## config.mk

```make
export PLATFORM = sky130hd
export DESIGN_NAME = addr_cam_filter
export DESIGN_NICKNAME = d
export VERILOG_FILES = /design/src/rtl/cam_pkg.sv /design/src/rtl/cam_loader.sv /design/src/rtl/cam_store.sv /design/src/rtl/cam_match.sv /design/src/rtl/addr_cam_filter.sv
export SDC_FILE = /design/constraint.sdc
export NUM_CORES = 2
export LEC_CHECK = 0
export BUFFER_PORTS_ARGS = -buffer_cell sky130_fd_sc_hd__clkbuf_2
export CORE_ASPECT_RATIO = 2
export CORE_UTILIZATION = 63
export CTS_CLUSTER_DIAMETER = 120
export DETAILED_ROUTE_END_ITERATION = 16
export GPL_TIMING_DRIVEN = 0
export PLACE_DENSITY = 0.81
export SLEW_MARGIN = 20
export SYNTH_ARGS = -nofsm -noshare
export SYNTH_HDL_FRONTEND = slang
export SYNTH_SLANG_ARGS = --single-unit
```

## constraint.sdc

```tcl
create_clock -name clk -period 2.84 [get_ports clk]
set_input_delay 0.142 -clock clk [delete_from_list [all_inputs] [get_ports clk]]
set_output_delay 0.142 -clock clk [all_outputs]
set_load 0.02 [all_outputs]
```

## src/rtl/cam_pkg.sv

```systemverilog
package cam_pkg;
    typedef enum logic [2:0] {
        LD_IDLE,
        LD_W0,
        LD_W1,
        LD_W2,
        LD_MASK
    } ld_state_e;

    localparam logic [15:0] TYPE_BCAST = 16'h0080;
    localparam logic [15:0] TYPE_MCAST = 16'h0100;
    localparam logic [15:0] TYPE_UCAST = 16'h0000;
endpackage

```

## src/rtl/cam_loader.sv

```systemverilog
module cam_loader
    import cam_pkg::*;
#(
    parameter int ENTRIES = 16,
    parameter int CNTW    = 5,
    parameter int WORDW   = 16,
    localparam int IDXW   = $clog2(ENTRIES)
) (
    input  logic             clk,
    input  logic             rst_n,
    input  logic             load_start,
    input  logic [CNTW-1:0]  count_in,
    input  logic             word_valid,
    input  logic [WORDW-1:0] word_data,
    output logic             wr_en,
    output logic [IDXW-1:0]  wr_idx,
    output logic [1:0]       wr_sel,
    output logic             mask_wr,
    output logic [WORDW-1:0] wr_data,
    output logic             busy,
    output logic             done,
    output logic [CNTW-1:0]  left
);
    ld_state_e       state_q, state_d;
    logic [CNTW-1:0] cnt_q;
    logic [IDXW-1:0] idx_q;
    logic            done_q;
    logic [CNTW-1:0] cnt_dec;

    assign cnt_dec = cnt_q - 1'b1;

    // state register
    always_ff @(posedge clk or negedge rst_n) begin
        if (!rst_n) state_q <= LD_IDLE;
        else        state_q <= state_d;
    end

    // next state
    always_comb begin
        state_d = state_q;
        unique case (state_q)
            LD_IDLE: if (load_start) state_d = (count_in != '0) ? LD_W0 : LD_MASK;
            LD_W0:   if (word_valid) state_d = LD_W1;
            LD_W1:   if (word_valid) state_d = LD_W2;
            LD_W2:   if (word_valid) state_d = (cnt_dec != '0) ? LD_W0 : LD_MASK;
            LD_MASK: if (word_valid) state_d = LD_IDLE;
            default: state_d = LD_IDLE;
        endcase
    end

    // counters and done pulse
    always_ff @(posedge clk or negedge rst_n) begin
        if (!rst_n) begin
            cnt_q  <= '0;
            idx_q  <= '0;
            done_q <= 1'b0;
        end else begin
            done_q <= (state_q == LD_MASK) && word_valid;
            if (state_q == LD_IDLE && load_start) begin
                cnt_q <= count_in;
                idx_q <= '0;
            end else if (state_q == LD_W2 && word_valid) begin
                cnt_q <= cnt_dec;
                idx_q <= idx_q + 1'b1;
            end
        end
    end

    // outputs
    always_comb begin
        wr_en   = 1'b0;
        wr_sel  = 2'd0;
        mask_wr = 1'b0;
        unique case (state_q)
            LD_IDLE: ;
            LD_W0:   begin wr_en = word_valid; wr_sel = 2'd0; end
            LD_W1:   begin wr_en = word_valid; wr_sel = 2'd1; end
            LD_W2:   begin wr_en = word_valid; wr_sel = 2'd2; end
            LD_MASK: mask_wr = word_valid;
            default: ;
        endcase
    end

    assign wr_idx  = idx_q;
    assign wr_data = word_data;
    assign busy    = (state_q != LD_IDLE);
    assign done    = done_q;
    assign left    = cnt_q;

    // one entry finished lowers the count by exactly one
    a_r3_count_step: assert property (@(posedge clk) disable iff (!rst_n)
        (state_q == LD_W2 && word_valid) |=> (cnt_q == CNTW'($past(cnt_q) - 1'b1)));

    // the done pulse marks the end of the busy window
    a_r4_done_on_exit: assert property (@(posedge clk) disable iff (!rst_n)
        $fell(busy) |-> done);
endmodule

```

## src/rtl/cam_store.sv

```systemverilog
module cam_store #(
    parameter int ENTRIES = 16,
    parameter int WORDW   = 16,
    parameter int AW      = 48,
    localparam int IDXW   = $clog2(ENTRIES),
    localparam int NWORDS = AW / WORDW
) (
    input  logic                         clk,
    input  logic                         rst_n,
    input  logic                         wr_en,
    input  logic [IDXW-1:0]              wr_idx,
    input  logic [1:0]                   wr_sel,
    input  logic                         mask_wr,
    input  logic [WORDW-1:0]             wr_data,
    input  logic                         in_reset,
    input  logic [IDXW-1:0]              rd_ptr,
    input  logic [1:0]                   rd_sel,
    output logic [WORDW-1:0]             rd_data,
    output logic [ENTRIES-1:0][AW-1:0]   entries,
    output logic [ENTRIES-1:0]           enables
);
    logic [ENTRIES-1:0][AW-1:0] ent_q;
    logic [ENTRIES-1:0]         en_q;

    for (genvar i = 0; i < ENTRIES; i++) begin : g_entry
        for (genvar w = 0; w < NWORDS; w++) begin : g_word
            always_ff @(posedge clk or negedge rst_n) begin
                if (!rst_n)
                    ent_q[i][w*WORDW +: WORDW] <= '0;
                else if (wr_en && wr_idx == IDXW'(i) && wr_sel == 2'(w))
                    ent_q[i][w*WORDW +: WORDW] <= wr_data;
            end
        end
    end

    always_ff @(posedge clk or negedge rst_n) begin
        if (!rst_n)       en_q <= '0;
        else if (mask_wr) en_q <= wr_data[ENTRIES-1:0];
    end

    always_comb begin
        rd_data = '0;
        if (in_reset && int'(rd_sel) < NWORDS)
            rd_data = ent_q[rd_ptr][int'(rd_sel)*WORDW +: WORDW];
    end

    assign entries = ent_q;
    assign enables = en_q;

    // no readback outside reset mode
    a_r10_gated: assert property (@(posedge clk) disable iff (!rst_n)
        !in_reset |-> (rd_data == '0));
endmodule

```

## src/rtl/cam_match.sv

```systemverilog
module cam_match
    import cam_pkg::*;
#(
    parameter int ENTRIES = 16,
    parameter int AW      = 48,
    localparam int IDXW   = $clog2(ENTRIES)
) (
    input  logic                       clk,
    input  logic                       rst_n,
    input  logic [ENTRIES-1:0][AW-1:0] entries,
    input  logic [ENTRIES-1:0]         enables,
    input  logic                       promisc_en,
    input  logic                       mcast_en,
    input  logic                       bcast_en,
    input  logic                       dst_valid,
    input  logic [AW-1:0]              dst_addr,
    output logic                       accept,
    output logic [15:0]                rx_type,
    output logic [IDXW-1:0]            hit_entry
);
    logic [ENTRIES-1:0] hit;
    logic               any_hit;
    logic [IDXW-1:0]    first_idx;
    logic               acc_d;
    logic [15:0]        type_d;
    logic [IDXW-1:0]    idx_d;

    for (genvar i = 0; i < ENTRIES; i++) begin : g_cmp
        assign hit[i] = enables[i] && (entries[i] == dst_addr);
    end

    assign any_hit = |hit;

    // lowest index wins
    always_comb begin
        first_idx = '0;
        for (int i = ENTRIES - 1; i >= 0; i--)
            if (hit[i]) first_idx = IDXW'(i);
    end

    always_comb begin
        acc_d  = 1'b0;
        type_d = TYPE_UCAST;
        idx_d  = '0;
        if (promisc_en && !dst_addr[0]) begin
            acc_d = 1'b1;
        end else if (mcast_en && dst_addr[0]) begin
            acc_d  = 1'b1;
            type_d = TYPE_MCAST;
        end else if (bcast_en && (&dst_addr)) begin
            acc_d  = 1'b1;
            type_d = TYPE_BCAST;
        end else if (any_hit) begin
            acc_d = 1'b1;
            idx_d = first_idx;
        end
    end

    always_ff @(posedge clk or negedge rst_n) begin
        if (!rst_n) begin
            accept    <= 1'b0;
            rx_type   <= '0;
            hit_entry <= '0;
        end else if (dst_valid) begin
            accept    <= acc_d;
            rx_type   <= type_d;
            hit_entry <= idx_d;
        end
    end

    // result held between strobes
    a_r9_hold: assert property (@(posedge clk) disable iff (!rst_n)
        !dst_valid |=> ($stable(accept) && $stable(rx_type) && $stable(hit_entry)));

    // broadcast with only broadcast mode on
    a_r7_bcast: assert property (@(posedge clk) disable iff (!rst_n)
        (dst_valid && bcast_en && !mcast_en && (&dst_addr)) |=> (accept && rx_type == TYPE_BCAST));

    // at most one type bit, none on reject
    a_r6_type_code: assert property (@(posedge clk) disable iff (!rst_n)
        $onehot0(rx_type) && (accept || rx_type == '0));
endmodule

```

## src/rtl/addr_cam_filter.sv

```systemverilog
module addr_cam_filter #(
    parameter int ENTRIES = 16,
    parameter int CNTW    = 5,
    parameter int WORDW   = 16,
    parameter int AW      = 48,
    localparam int IDXW   = $clog2(ENTRIES)
) (
    input  logic             clk,
    input  logic             rst_n,
    input  logic             in_reset,
    input  logic             load_start,
    input  logic [15:0]      load_count,
    input  logic             word_valid,
    input  logic [WORDW-1:0] word_data,
    output logic             load_busy,
    output logic             load_done,
    output logic [CNTW-1:0]  load_left,
    input  logic [IDXW-1:0]  rd_ptr,
    input  logic [1:0]       rd_sel,
    output logic [WORDW-1:0] rd_data,
    input  logic             promisc_en,
    input  logic             mcast_en,
    input  logic             bcast_en,
    input  logic             dst_valid,
    input  logic [AW-1:0]    dst_addr,
    output logic             accept,
    output logic [15:0]      rx_type,
    output logic [IDXW-1:0]  hit_entry
);
    logic                       wr_en, mask_wr;
    logic [IDXW-1:0]            wr_idx;
    logic [1:0]                 wr_sel;
    logic [WORDW-1:0]           wr_data;
    logic [ENTRIES-1:0][AW-1:0] entries;
    logic [ENTRIES-1:0]         enables;

    cam_loader #(.ENTRIES(ENTRIES), .CNTW(CNTW), .WORDW(WORDW)) u_loader (
        .clk(clk), .rst_n(rst_n), .load_start(load_start),
        .count_in(load_count[CNTW-1:0]), .word_valid(word_valid),
        .word_data(word_data), .wr_en(wr_en), .wr_idx(wr_idx),
        .wr_sel(wr_sel), .mask_wr(mask_wr), .wr_data(wr_data),
        .busy(load_busy), .done(load_done), .left(load_left)
    );

    cam_store #(.ENTRIES(ENTRIES), .WORDW(WORDW), .AW(AW)) u_store (
        .clk(clk), .rst_n(rst_n), .wr_en(wr_en), .wr_idx(wr_idx),
        .wr_sel(wr_sel), .mask_wr(mask_wr), .wr_data(wr_data),
        .in_reset(in_reset), .rd_ptr(rd_ptr), .rd_sel(rd_sel),
        .rd_data(rd_data), .entries(entries), .enables(enables)
    );

    cam_match #(.ENTRIES(ENTRIES), .AW(AW)) u_match (
        .clk(clk), .rst_n(rst_n), .entries(entries), .enables(enables),
        .promisc_en(promisc_en), .mcast_en(mcast_en), .bcast_en(bcast_en),
        .dst_valid(dst_valid), .dst_addr(dst_addr), .accept(accept),
        .rx_type(rx_type), .hit_entry(hit_entry)
    );
endmodule

```

==> results.md, run 1 <==
* Asr flop ratio synth at 100%
* Post-DP HPWL at 193000 um
* Xor/xnor share of the synthesized area at 12.6%
* Adder-cell area share of the yosys netlist at less than 1%
* Post-synth EDFFs at 0
* Row count at 140
* Longest Clk Path Bufs at 3
* Post-DP Area at 47900 sq um
* Global-route usage over all layers at 82.6%
* Gate Count Post-Synth at around 3500
* Largest net degree at the start of global routing at 95
* Simple-gate share of the synthesized area at between 5 and 6%
* Syn Area/Cell at 13.1 sq um
* H-tree levels at 3
* Starting Density at between 60 and 70%
* Placed Cells at roughly 4500
* Global route total overflow at 2502
* Outcome: did not finish
* Number of I/O pins at 139
* GPL Wtd Cong at roughly 1.2
* Post-Synthesis Cell Area at 46100 sq um
* IO buf count at 45
* Yosys reg bits at 804
* Err: [ERROR GRT-0116] Global routing finished with congestion. Check the congestion regions in the DRC Viewer.
* Global-route wire length before repair at 431000 um
* Die Span Y at 385 um
* Halt Stage: global routing
* Sink Count at 804
* Yosys warning count at 0
* Dominant synthesized flop cell: dfrtp_1
* Vias in the first global route at 45200
* Sequential fraction of the synthesis area at 43.6%
* Multiplexer share of the synthesized area at 31.2%
* Main combinational cell family by area after synthesis: multiplexers
* Synth unique cells at between 60 and 70
* Compound-gate portion of the synthesized area at 2.46%
* Chip Width at 193 um
* Num CTS Buffers at 75
* Root buf cell: clkbuf_16
==> through the flow <==
step	setup TNS (ns)	utilization, %	hold WS [ns]	worst slack, ns
2_1_floorplan	0	-	-0.154	0.623
3_3_place_gp	-	65.4	0.365	-17.89
4_1_cts	-2.41	71.1	0.0193	-0.194
3_5_place_dp	-29.61	65.8	0.0718	-1.21
==> routing by layer <==
metal / track usage [%] / GRT overflow
met1: 80.7 / 15
met2: 106 / 1886
met3: 61.0 / 16
met4: 86.1 / 585
met5: 21.6 / 0
==> timing repair <==
item,CTS
pin swaps,8
hold buffers,18
cloned,0
setup buffers,49
hold endpoints to repair,309
resized for setup,197
setup endpoints to repair,337
==> kinds of logic after synthesis <==
group	count (synthesis)
flops	804
compound gates	148
mux	1040
xor+xnor	662
other cells	1
simple gates	486
fa+ha+maj	6
buf+inv	387
==> synthesized netlist by cell type, types with 12 or more instances <==
cell type  number  area share (%)
dfrtp_1       804              44
mux2_2        784              19
xnor2_1       413             7.8
xor2_1        249             4.7
mux4_2        240              12
clkbuf_1      142             1.2
nand4_1       127             1.7
buf_2          91            0.99
nor4_1         85             1.2
nand2_1        81            0.66
inv_1          76            0.62
buf_4          56            0.91
nand2b_1       43            0.58
nor2_1         36            0.29
o22ai_1        35            0.47
nor3_1         28            0.30
nor2b_1        27            0.37
and2_1         18            0.24
nand3_1        17            0.18
mux2i_1        16            0.35
o21ai_0        16            0.17
o2111ai_1      15            0.28
a2111oi_0      13            0.25
buf_6          12            0.29
==> inputs of run 2 (changes only) <==
--- a/config.mk
+++ b/config.mk
@@ -6,12 +6,10 @@
 export NUM_CORES = 2
 export LEC_CHECK = 0
 export BUFFER_PORTS_ARGS = -buffer_cell sky130_fd_sc_hd__clkbuf_2
-export CORE_ASPECT_RATIO = 2
-export CORE_UTILIZATION = 63
-export CTS_CLUSTER_DIAMETER = 120
+export CORE_UTILIZATION = 40
 export DETAILED_ROUTE_END_ITERATION = 16
 export GPL_TIMING_DRIVEN = 0
-export PLACE_DENSITY = 0.81
+export PLACE_DENSITY_LB_ADDON = 0.15
 export SLEW_MARGIN = 20
 export SYNTH_ARGS = -nofsm -noshare
 export SYNTH_HDL_FRONTEND = slang
==> results.md, run 2 <==
* Outcome: finished with violations
* Violated checks: setup timing
* Final Non-Filler Cells at between 5000 and 6000
* Syn Area/Cell at 13.1 sq um
* FF-to-FF Start: u_store.entries[408]
* Clock Pin Slew Worst Setup and Hold Paths at 0.06 ns
* WL/cell at 48.6 um
* CP max FO at 3
* Clk_skew at 0.0200 ns
* Final core utilization at approximately 47%
* Post-synth EDFFs at 0
* Worst min-delay path class: primary input to async pin
* PwrDens at 796 nW/um^2
* Final Worst Setup Slack at -0.240 ns
* Die area at 117000 sq um
* Post-DP HPWL at roughly 210000 um
* Number of I/O pins at roughly 140
* Worst VDD drop at 0.000540 V
* Fin nets at 3925
* Top-count cell post-synth: dfrtp_1
* Max FFs per register at 768
* Max-slew violations at 0
* Violation count after the first detailed-routing iteration at 4942
* Most common cell after layout, fill and taps aside: mux2_2
* Starting Density at 40.4%
* Tot Pwr at 43100 uW
* RSZ-0062 raised after global routing: true
* Chip Width at 342 um
* Req. time, crit path at 3.41 ns
* Nature of the critical path endpoint: flip-flop
* CP startpoint kind: flip-flop
* Sequential fraction of the synthesis area at between 40% and 50%
* Top cells by area, synth: dfrtp_1, mux2_2, mux4_2
* Largest net degree at the start of global routing at 86
* WL final at ~260000 um
* CP arrival at 3.65 ns
* IO buf count at 45
* CORE AREA at 114000 sq um
* Row count at 124
* Most frequent cells in the layout: mux2_2, dfrtp_1, xnor2_1, xor2_1, mux4_2
* Fin crit share at 108%
* Share of layout cells above drive strength 1 at 44.4%
* Vias at 35200
* Fin. Hold Viols at 0
* Worst-Skew Late Latency at 0.71 ns
* LEAKAGE at 0.0241 uW
* Reg-to-reg slack, setup at -0.24 ns
* Synth unique cells at 64
* Fin crit period at 3.08 ns
* Root buf cell: clkbuf_16
* Slew @ Worst Pin at 1.24 ns
* Yosys top cell by area: dfrtp_1
* Critical path type: flip-flop to flip-flop
* H-tree levels at 3
* Synth cell count leaders: dfrtp_1, mux2_2, xnor2_1, xor2_1, mux4_2
* Yosys top cell area share at 43.6%
* Drt first pass iters at 5
* Global-route usage over all layers at 45.0%
* Post-Synthesis Cell Area at 46100 sq um
* Final setup fails at 21
* Placed Cells at 5117
* Final ANT Viol Nets at 0
* Sink Count at 804
* Vias/cell at roughly 6.5
* Initial antenna violation count at 34
* Vias in the first global route at 33800
* F_max at 325 MHz
* Max Cap Violations at 0
* GPL Wtd Cong at 1.05
* Reg2reg end: u_match.hit_entry[1]
* CTS tree: built
* Gate Count Post-Synth at 3534
* Worst reg-to-reg path cell count at 9
* Yosys reg bits at 804
* Slew HR at 16.4%
* Dominant synthesized flop cell: dfrtp_1
* Residual DRC count at 0
* Synthesis-to-layout area growth at 17.3%
* Yosys warning count at 0
* Die Span Y at 342 um
* Asr flop ratio synth at 100%
* Longest Clk Path Bufs at 3
* Num CTS Buffers at 97
* Global-route wire length before repair at 339000 um
* Global route total overflow at 0
[run 2: cell counts after synthesis]
Identical to the previous run, type by type.
[run 2: cells by family (layout without fill, tap and decap cells)]
kind of cell	Yosys count	after routing	share of synthesized area, %
flops	804	804	43.6
xor+xnor	662	662	12.6
simple gates	486	486	5.97
mux	1040	1040	31.2
other cells	1	25	0.00813
fa+ha+maj	6	6	0.163
compound gates	148	148	2.46
buf+inv	387	742	4.05
[run 2: how the worst max path moves through the flow]
stage,end,cells after the start,slack (ns),start
after detailed placement,u_match.hit_entry[1],10,-1.33,dst_addr[9]
after global placement,u_store.entries[408],1,-19.62,rst_n
after CTS,rd_data[11],6,-0.19,u_store.entries[523]
after global routing,rd_data[11],9,-0.22,rd_ptr[0]
final,u_match.hit_entry[1],9,-0.24,u_store.entries[408]
after floorplan,rd_data[14],8,0.62,rd_ptr[0]
[run 2: critical path, stage by stage (launching register included)]
cell and delay (ns):
dfrtp_1 0.42, xnor2_2 0.40, nand2_1 0.19, a2111oi_1 0.66, nand4_1 0.16, buf_4 0.24
o21ai_1 0.34, a21oi_1 0.14, a21oi_1 0.28, o21ai_1 0.11
[run 2: stage by stage]
stage	hold slack [ns]	setup WS [ns]	setup TNS (ns)	instance area, sq um
floorplan	-0.154	0.623	0	46200
global placement	0.371	-19.62	-	48300
detailed placement	0.196	-1.33	-176.03	48700
CTS	0.0343	-0.192	-2.22	53700
global route	0.0785	-0.216	-3.51	54100
finish	0.0245	-0.240	-3.01	54100
[run 2: layer usage]
layer / wire length, um / global-route usage (%)
met1: 100000 / 56.5
met2: 116000 / 68.1
met3: 22100 / 9.27
met4: 25000 / 34.6
met5: 14 / 0
[run 2: power by group]
group,switching [uW],leakage (uW),internal [uW]
clock,5600,0.00164,7830
combinational,7620,0.0116,5500
sequential,2770,0.0109,13800
total,16000,0.0241,27100
[run 2: cell type report]
type / count / area (sq um)
sequential: 804 / 20200
tap: 1512 / 1890
antenna: 11 / 27.5
clock inverter: 42 / 492
multi-input combinational: 2356 / 25000
timing repair buffer: 180 / 1680
buffer: 307 / 1780
clock buffer: 135 / 2820
fill: 10400 / 60200
inverter: 78 / 293
[run 2: timing repair]
action,4_1_cts,5_1_grt
pin swaps,28,5
endpoints found under the setup margin,583,485
buffers inserted,80,25
hold buffers,16,0
resized for setup,236,86
endpoints found under the hold margin,223,0
Power figures use the tool's default switching activity.
